==> config.mk <==
export PLATFORM = sky130hd
export DESIGN_NAME = spi_fifo_master
export DESIGN_NICKNAME = d
export VERILOG_FILES = /design/src/rtl/spi_fifo_master.sv
export SDC_FILE = /design/constraint.sdc
export NUM_CORES = 1
export LEC_CHECK = 0
export BUFFER_PORTS_ARGS = -buffer_cell sky130_fd_sc_hd__buf_2
export CAP_MARGIN = 40
export CORE_ASPECT_RATIO = 1.75
export CORE_MARGIN = 2
export CORE_UTILIZATION = 26
export CTS_CLUSTER_SIZE = 12
export DETAILED_ROUTE_END_ITERATION = 10
export PLACE_DENSITY = 0.46
export SKIP_LAST_GASP = 1
export SYNTH_ARGS = -nofsm -noshare
export SYNTH_HDL_FRONTEND = slang
export SYNTH_SLANG_ARGS = --single-unit
==> constraint.sdc <==
create_clock -name clk -period 3.37 [get_ports clk]
set_input_delay 0.674 -clock clk [delete_from_list [all_inputs] [get_ports clk]]
set_output_delay 0.674 -clock clk [all_outputs]
set_load 0.05 [all_outputs]
==> src/rtl/spi_fifo_master.sv <==
module spi_fifo_master #(
  parameter int DEPTH     = 16,
  parameter int RXR_LEVEL = 12,
  parameter int DIVW      = 16
) (
  input  logic        clk,
  input  logic        rst_n,
  input  logic        reg_wr,
  input  logic        reg_rd,
  input  logic [3:0]  reg_addr,
  input  logic [31:0] reg_wdata,
  output logic [31:0] reg_rdata,
  output logic        sclk,
  output logic        mosi,
  input  logic        miso,
  output logic [2:0]  spi_cs,
  output logic        irq
);
  localparam int AW = $clog2(DEPTH);
  localparam int CW = AW + 1;
  localparam logic [CW-1:0] FULL = CW'(DEPTH);
  localparam logic [CW-1:0] NEED = CW'(RXR_LEVEL);

  logic [1:0]      csel;
  logic            cpha, cpol, pol_all, ta, intd, intr;
  logic [2:0]      pol_line;
  logic [DIVW-1:0] div;

  logic [7:0]    tx_mem [DEPTH];
  logic [7:0]    rx_mem [DEPTH];
  logic [AW-1:0] tx_wp, tx_rp, rx_wp, rx_rp;
  logic [CW-1:0] tx_cnt, rx_cnt;

  logic            busy, phase;
  logic [3:0]      ecnt;
  logic [DIVW-1:0] hcnt, half;
  logic [7:0]      tx_sr, rx_sr;

  wire wr_ctrl = reg_wr && reg_addr[3:2] == 2'd0;
  wire wr_data = reg_wr && reg_addr[3:2] == 2'd1;
  wire wr_div  = reg_wr && reg_addr[3:2] == 2'd2;
  wire rd_data = reg_rd && reg_addr[3:2] == 2'd1;
  wire clr_tx  = wr_ctrl && reg_wdata[4];
  wire clr_rx  = wr_ctrl && reg_wdata[5];

  wire tx_empty = tx_cnt == '0;
  wire rx_full  = rx_cnt == FULL;
  wire done     = ta && tx_empty && !busy;
  wire rxr      = rx_cnt >= NEED;

  wire start    = ta && !busy && !tx_empty && !rx_full;
  wire edge_now = busy && hcnt == '0;
  wire lead     = ~ecnt[0];
  wire sample   = edge_now && (lead ^ cpha);
  wire shift_o  = edge_now && !(lead ^ cpha) && (cpha ? ecnt != 4'd0 : ecnt != 4'd15);
  wire last     = edge_now && ecnt == 4'd15;
  wire [7:0] rx_next = {rx_sr[6:0], miso};
  wire [7:0] rx_byte = sample ? rx_next : rx_sr;

  wire tx_push = wr_data && tx_cnt != FULL;
  wire tx_pop  = start;
  wire rx_push = last;
  wire rx_pop  = rd_data && rx_cnt != '0;

  always_comb begin
    if (div == '0)                   half = {1'b1, {(DIVW-1){1'b0}}};
    else if (div[DIVW-1:1] == '0)    half = DIVW'(1);
    else                             half = {1'b0, div[DIVW-1:1]};
  end

  always_ff @(posedge clk or negedge rst_n) begin
    if (!rst_n) begin
      {csel, cpha, cpol, pol_all, ta, intd, intr, pol_line} <= '0;
      div <= '0;
    end else begin
      if (wr_ctrl) begin
        csel     <= reg_wdata[1:0];
        cpha     <= reg_wdata[2];
        cpol     <= reg_wdata[3];
        pol_all  <= reg_wdata[6];
        ta       <= reg_wdata[7];
        intd     <= reg_wdata[9];
        intr     <= reg_wdata[10];
        pol_line <= reg_wdata[23:21];
      end
      if (wr_div) div <= reg_wdata[DIVW-1:0];
    end
  end

  always_ff @(posedge clk) begin
    if (tx_push) tx_mem[tx_wp] <= reg_wdata[7:0];
    if (rx_push) rx_mem[rx_wp] <= rx_byte;
  end

  always_ff @(posedge clk or negedge rst_n) begin
    if (!rst_n) begin
      tx_wp <= '0; tx_rp <= '0; tx_cnt <= '0;
    end else if (clr_tx) begin
      tx_wp <= '0; tx_rp <= '0; tx_cnt <= '0;
    end else begin
      if (tx_push) tx_wp <= tx_wp + 1'b1;
      if (tx_pop)  tx_rp <= tx_rp + 1'b1;
      tx_cnt <= tx_cnt + CW'(tx_push) - CW'(tx_pop);
    end
  end

  always_ff @(posedge clk or negedge rst_n) begin
    if (!rst_n) begin
      rx_wp <= '0; rx_rp <= '0; rx_cnt <= '0;
    end else if (clr_rx) begin
      rx_wp <= '0; rx_rp <= '0; rx_cnt <= '0;
    end else begin
      if (rx_push) rx_wp <= rx_wp + 1'b1;
      if (rx_pop)  rx_rp <= rx_rp + 1'b1;
      rx_cnt <= rx_cnt + CW'(rx_push) - CW'(rx_pop);
    end
  end

  always_ff @(posedge clk or negedge rst_n) begin
    if (!rst_n) begin
      busy <= 1'b0; phase <= 1'b0; ecnt <= '0; hcnt <= '0;
      tx_sr <= '0; rx_sr <= '0;
    end else if (!ta) begin
      busy  <= 1'b0;
      phase <= 1'b0;
    end else if (start) begin
      busy  <= 1'b1;
      phase <= 1'b0;
      ecnt  <= '0;
      hcnt  <= half - 1'b1;
      tx_sr <= tx_mem[tx_rp];
    end else if (edge_now) begin
      phase <= last ? 1'b0 : ~phase;
      hcnt  <= half - 1'b1;
      ecnt  <= ecnt + 1'b1;
      if (sample)  rx_sr <= rx_next;
      if (shift_o) tx_sr <= {tx_sr[6:0], 1'b0};
      if (last)    busy  <= 1'b0;
    end else if (busy) begin
      hcnt <= hcnt - 1'b1;
    end
  end

  assign sclk = cpol ^ phase;
  assign mosi = tx_sr[7];
  assign irq  = (intd && done) || (intr && rxr);

  logic [2:0] act_lvl;
  for (genvar k = 0; k < 3; k++) begin : g_cs
    assign act_lvl[k] = pol_all | pol_line[k];
    assign spi_cs[k]  = (ta && csel == 2'(k)) ? act_lvl[k] : ~act_lvl[k];
  end

  wire [31:0] ctrl_word = {8'd0, pol_line, rx_full, rxr, tx_cnt != FULL, rx_cnt != '0, done,
                           5'd0, intr, intd, 1'b0, ta, pol_all, 2'b00, cpol, cpha, csel};

  always_comb begin
    case (reg_addr[3:2])
      2'd0:    reg_rdata = ctrl_word;
      2'd1:    reg_rdata = (rx_cnt != '0) ? {24'd0, rx_mem[rx_rp]} : 32'd0;
      2'd2:    reg_rdata = {{(32-DIVW){1'b0}}, div};
      default: reg_rdata = 32'd0;
    endcase
  end

  AST_TX_NO_OVERFLOW: assert property (@(posedge clk) disable iff (!rst_n) tx_cnt <= FULL);
  AST_RX_NO_OVERFLOW: assert property (@(posedge clk) disable iff (!rst_n) rx_cnt <= FULL);
  AST_CLEAR_TX_EMPTIES: assert property (@(posedge clk) disable iff (!rst_n) clr_tx |=> tx_empty);
  AST_EMPTY_READ_HOLDS: assert property (@(posedge clk) disable iff (!rst_n)
    (rd_data && rx_cnt == '0) |=> $stable(rx_rp));
  AST_SCLK_IDLE: assert property (@(posedge clk) disable iff (!rst_n) !busy |-> sclk == cpol);
  AST_STALL_WHEN_FULL: assert property (@(posedge clk) disable iff (!rst_n)
    (rx_full && !busy) |=> !busy);
  AST_TA_LOW_NO_CS: assert property (@(posedge clk) disable iff (!rst_n) !ta |-> spi_cs == ~act_lvl);
  AST_DONE_IRQ: assert property (@(posedge clk) disable iff (!rst_n) (intd && done) |-> irq);
endmodule

==> flow_metrics.py <==
metrics = {
    "run_status": {
        "run_status": "complete, no violations",
    },
    "finish": {
        "seq_area_um2": 9970,
        "multi_input_comb_area_um2": 5150,
        "finish.instance_area_um2": 18300,
        "final_net_count": 1162,
        "antenna_cells_inserted": 0,
        "area_delta_synth_final_pct": 18.9,
        "finish.utilization_pct": 31.4,
        "final.fill_count": 5906,
        "final_layout_size_suffix_gt1_share_pct": 27.4,
        "fin_cells": 1890,
    },
    "timing": {
        "final_period_minus_worst_setup_slack_ps": 3230,
        "finalSetupViolCount": 0,
        "timing.final.crit_share_pct": 95.9,
        "fin_tns_setup_ps": 0,
        "layout_skew_ps": 23.5,
        "slew-limit-headroom_pct": 44.1,
        "number_of_hold_slack_violations_in_the_final_timing_report": 0,
        "maximum_operating_frequency_mhz": 309,
        "rsz0062_at_grt": "yes",
        "finalMaxSlewViolations": 0,
        "worst_slew_pin_slew_ps": 836,
        "worst_setup_margin_ps": 137,
    },
    "critical_path": {
        "critPathArrivalTime_ps": 2560,
        "worst-r2r-cell-count": 14,
        "worst-setup-path-type": "reg -> out",
        "timing.critical_path.to_type": "output port",
        "critical_path.max_fanout": 7,
        "regToRegEndpoint": "tx_cnt[4]",
        "rrSetupSlack_ps": 200,
        "startpoint_of_the_most_critical_register_to_register_path": "tx_cnt[2]",
        "worstSetupStartpointType": "register",
        "critPathRequiredTime_ps": 2700,
    },
    "synth": {
        "ys.warnings.count": 0,
        "syn_area_um2": 15400,
        "post_synth.cell_area_avg_um2": 15.9,
        "synth_enable_flop_cells": 256,
        "synth_ff_type": "edfxtp_1",
        "synth_cell_types": 71,
        "async_flop_share_pct": 26.2,
        "seq_area_frac_synth_pct": 64.8,
        "ys_seq_elements": 347,
        "synthesized_instance_count": 966,
    },
    "floorplan": {
        "initial_core_util_pct": 26.4,
        "pin_count": 79,
        "fp-row-count": 117,
        "die_outline_height_um": 326,
        "dieArea_um2": 61100,
        "design.core.area_um2": 58300,
        "floorplan.die.width_um": 188,
    },
    "global_routing": {
        "antenna_found_initial": 1,
        "grt_max_degree": 49,
        "grtUsageTotal_pct": 13.1,
        "grt_pass1_wl_um": 60000,
        "grt-ovfl-total": 0,
        "grt_pass1_vias": 9321,
    },
    "clocking": {
        "cts_htree_levels": 2,
        "worst_setup_hold_path_clk_slew_ps": 60,
        "insertion_delay_ps": 530,
        "cts_buffers": 36,
        "clk_root_buffer_cell": "clkbuf_16",
        "cts_max_path_buffers": 3,
        "tritoncts": "built",
        "clock_sinks": 347,
    },
    "detailed_routing": {
        "vias_per_cell": 4.62,
        "drc": 0,
        "drt-total-wl_um": 39900,
        "vias_after_detailed_routing": 8739,
        "route.antenna.remaining_nets": 0,
        "drt_first_iter_violations": 546,
        "wire_per_inst_um": 21.1,
        "drt_pass_1_iters": 5,
    },
    "placed_design": {
        "place.detailed.hpwl_um": 28200,
        "placed_cell_area_um2": 16900,
        "gp_congestion": 0.789,
        "numPlacedInstances": 1810,
        "port_buffers": 55,
        "detailedPlace.worstSlack_ps": -32.6,
    },
    "pwr": {
        "combinationalPowerShare_pct": 27.7,
        "p_seq_share_pct": 42.4,
        "power.static_leakage_nw": 6.60,
        "power.density_nw_per_um2": 698,
        "p_switching_mw": 3.96,
        "irDropWorstVdd_uv": 394,
        "clkPwrFrac_pct": 29.9,
        "p_int_mw": 8.80,
        "switching_share_pct": 31.0,
    },
    "flow_run": {
        "max_cap_violations": 0,
    },
    "min_path": {
        "hold_class": "in -> async",
    },
}
## Yosys cell counts, types with 4 or more instances
| master | number | share of area [%] |
|---|---|---|
| nor3_1 | 22 | 0.72 |
| clkbuf_1 | 27 | 0.66 |
| nor2b_1 | 8 | 0.33 |
| and3_1 | 9 | 0.37 |
| inv_1 | 26 | 0.64 |
| nor4_1 | 10 | 0.41 |
| buf_4 | 8 | 0.39 |
| and2_1 | 40 | 1.6 |
| dfrtp_1 | 91 | 15 |
| o22ai_1 | 8 | 0.33 |
| mux4_2 | 64 | 9.4 |
| buf_1 | 10 | 0.24 |
| a2bb2oi_1 | 4 | 0.23 |
| nand4_1 | 10 | 0.41 |
| nand2b_1 | 6 | 0.24 |
| xor2_1 | 17 | 0.97 |
| mux2i_1 | 44 | 2.9 |
| nor2_1 | 43 | 1.1 |
| o21ai_0 | 22 | 0.72 |
| mux2_2 | 46 | 3.4 |
| ha_1 | 29 | 2.4 |
| o22a_1 | 5 | 0.28 |
| nor4b_1 | 4 | 0.23 |
| or3_1 | 5 | 0.20 |
| edfxtp_1 | 256 | 50 |
| a21o_1 | 4 | 0.20 |
| a21oi_1 | 16 | 0.52 |
| nand3_1 | 6 | 0.20 |
| nor3b_1 | 10 | 0.49 |
| xnor2_1 | 15 | 0.85 |
| buf_2 | 4 | 0.13 |
| a221o_1 | 10 | 0.65 |
| nand2_1 | 32 | 0.78 |
## power by group through the flow
stage | logic [mW] | clock network (mW) | registers, mW
2_1_floorplan | 2.40 | 0 | 5.31
3_3_place_gp | 3.30 | 0 | 5.51
3_5_place_dp | 3.38 | 0 | 5.48
4_1_cts | 3.52 | 3.94 | 5.41
5_1_grt | 3.87 | 4.07 | 5.47
6_report | 3.54 | 3.81 | 5.41
## layout make-up
type                       instances  share of cell area, %
timing repair buffer             129                   5.39
clock buffer                      56                   5.40
sequential                       347                   54.6
inverter                          27                  0.555
tap                              773                   5.29
clock inverter                     9                  0.582
multi-input combinational        549                   28.2
## metal layers
layer | vias to the layer above | track usage [%] | share of wire (%)
li1 | 3977 | - | -
met1 | 4539 | 14.5 | 38
met2 | 161 | 25.5 | 57
met3 | 60 | 1.47 | 2.7
met4 | 2 | 4.88 | 3.2
met5 | - | 0 | 0.035
## how the worst max path moves through the flow
stage	startpoint	endpoint
6_report	rx_cnt[3]	reg_rdata[2]
5_1_grt	rx_cnt[2]	reg_rdata[3]
4_1_cts	rx_cnt[3]	reg_rdata[4]
3_5_place_dp	reg_addr[2]	tx_cnt[4]
3_3_place_gp	reg_addr[2]	tx_cnt[4]
2_1_floorplan	hcnt[0]	rx_cnt[4]
## cell families (layout without fill, tap and decap cells)
family | after synthesis | after routing | share of synthesized area (%)
XOR/XNOR | 32 | 32 | 1.82
flip-flops | 347 | 347 | 64.8
AO/OA/AOI/OAI | 96 | 96 | 4.36
multiplexers | 154 | 154 | 15.6
AND/OR/NAND/NOR | 228 | 228 | 8.55
other | 1 | 8 | 0.0244
buffers and inverters | 77 | 221 | 2.16
adder cells (fa/ha/maj) | 31 | 31 | 2.62
## worst max-delay path, stage by stage (launching register included)
cell	delay [ps]
dfrtp_1	370
inv_1	70
ha_1	210
nor4b_4	150
buf_4	150
nor3b_2	150
buf_4	140
nand2b_1	50
buf_4	160
o22a_1	220
o21ai_1	160
buf_6	210
## through the flow
stage / hold slack (ps) / power (mW)
2_1_floorplan: 378 / 7.70
3_3_place_gp: 493 / 8.81
3_5_place_dp: 497 / 8.86
4_1_cts: 211 / 12.9
5_1_grt: 237 / 13.4
6_report: 194 / 12.8
## registers in the layout (all words and copies together) (netlist names), 5 cells and up
name    count
rx_cnt      5
tx_sr       8
hcnt       16
tx_mem    128
rx_mem    128
tx_cnt      5
div        16
rx_sr       8
## what timing repair did
item,in CTS,in global routing
buffers inserted,6,8
setup endpoints to repair,8,10
gates resized for setup,7,24
hold buffers,0,0
pin swaps,0,2
cloned,1,0
## placed cells by master (no fill, tap or decap), types with 19 or more instances in the layout
master | netlist | layout
clkbuf_1 | 27 | 19
mux2_2 | 46 | 46
edfxtp_1 | 256 | 256
nand2_1 | 32 | 32
clkbuf_16 | 0 | 36
and2_1 | 40 | 40
mux2i_1 | 44 | 44
dfrtp_1 | 91 | 89
nor3_1 | 22 | 22
mux4_2 | 64 | 64
nor2_1 | 43 | 43
ha_1 | 29 | 29
buf_2 | 4 | 46
buf_4 | 8 | 72
inv_1 | 26 | 26
Power figures use the tool's default switching activity.
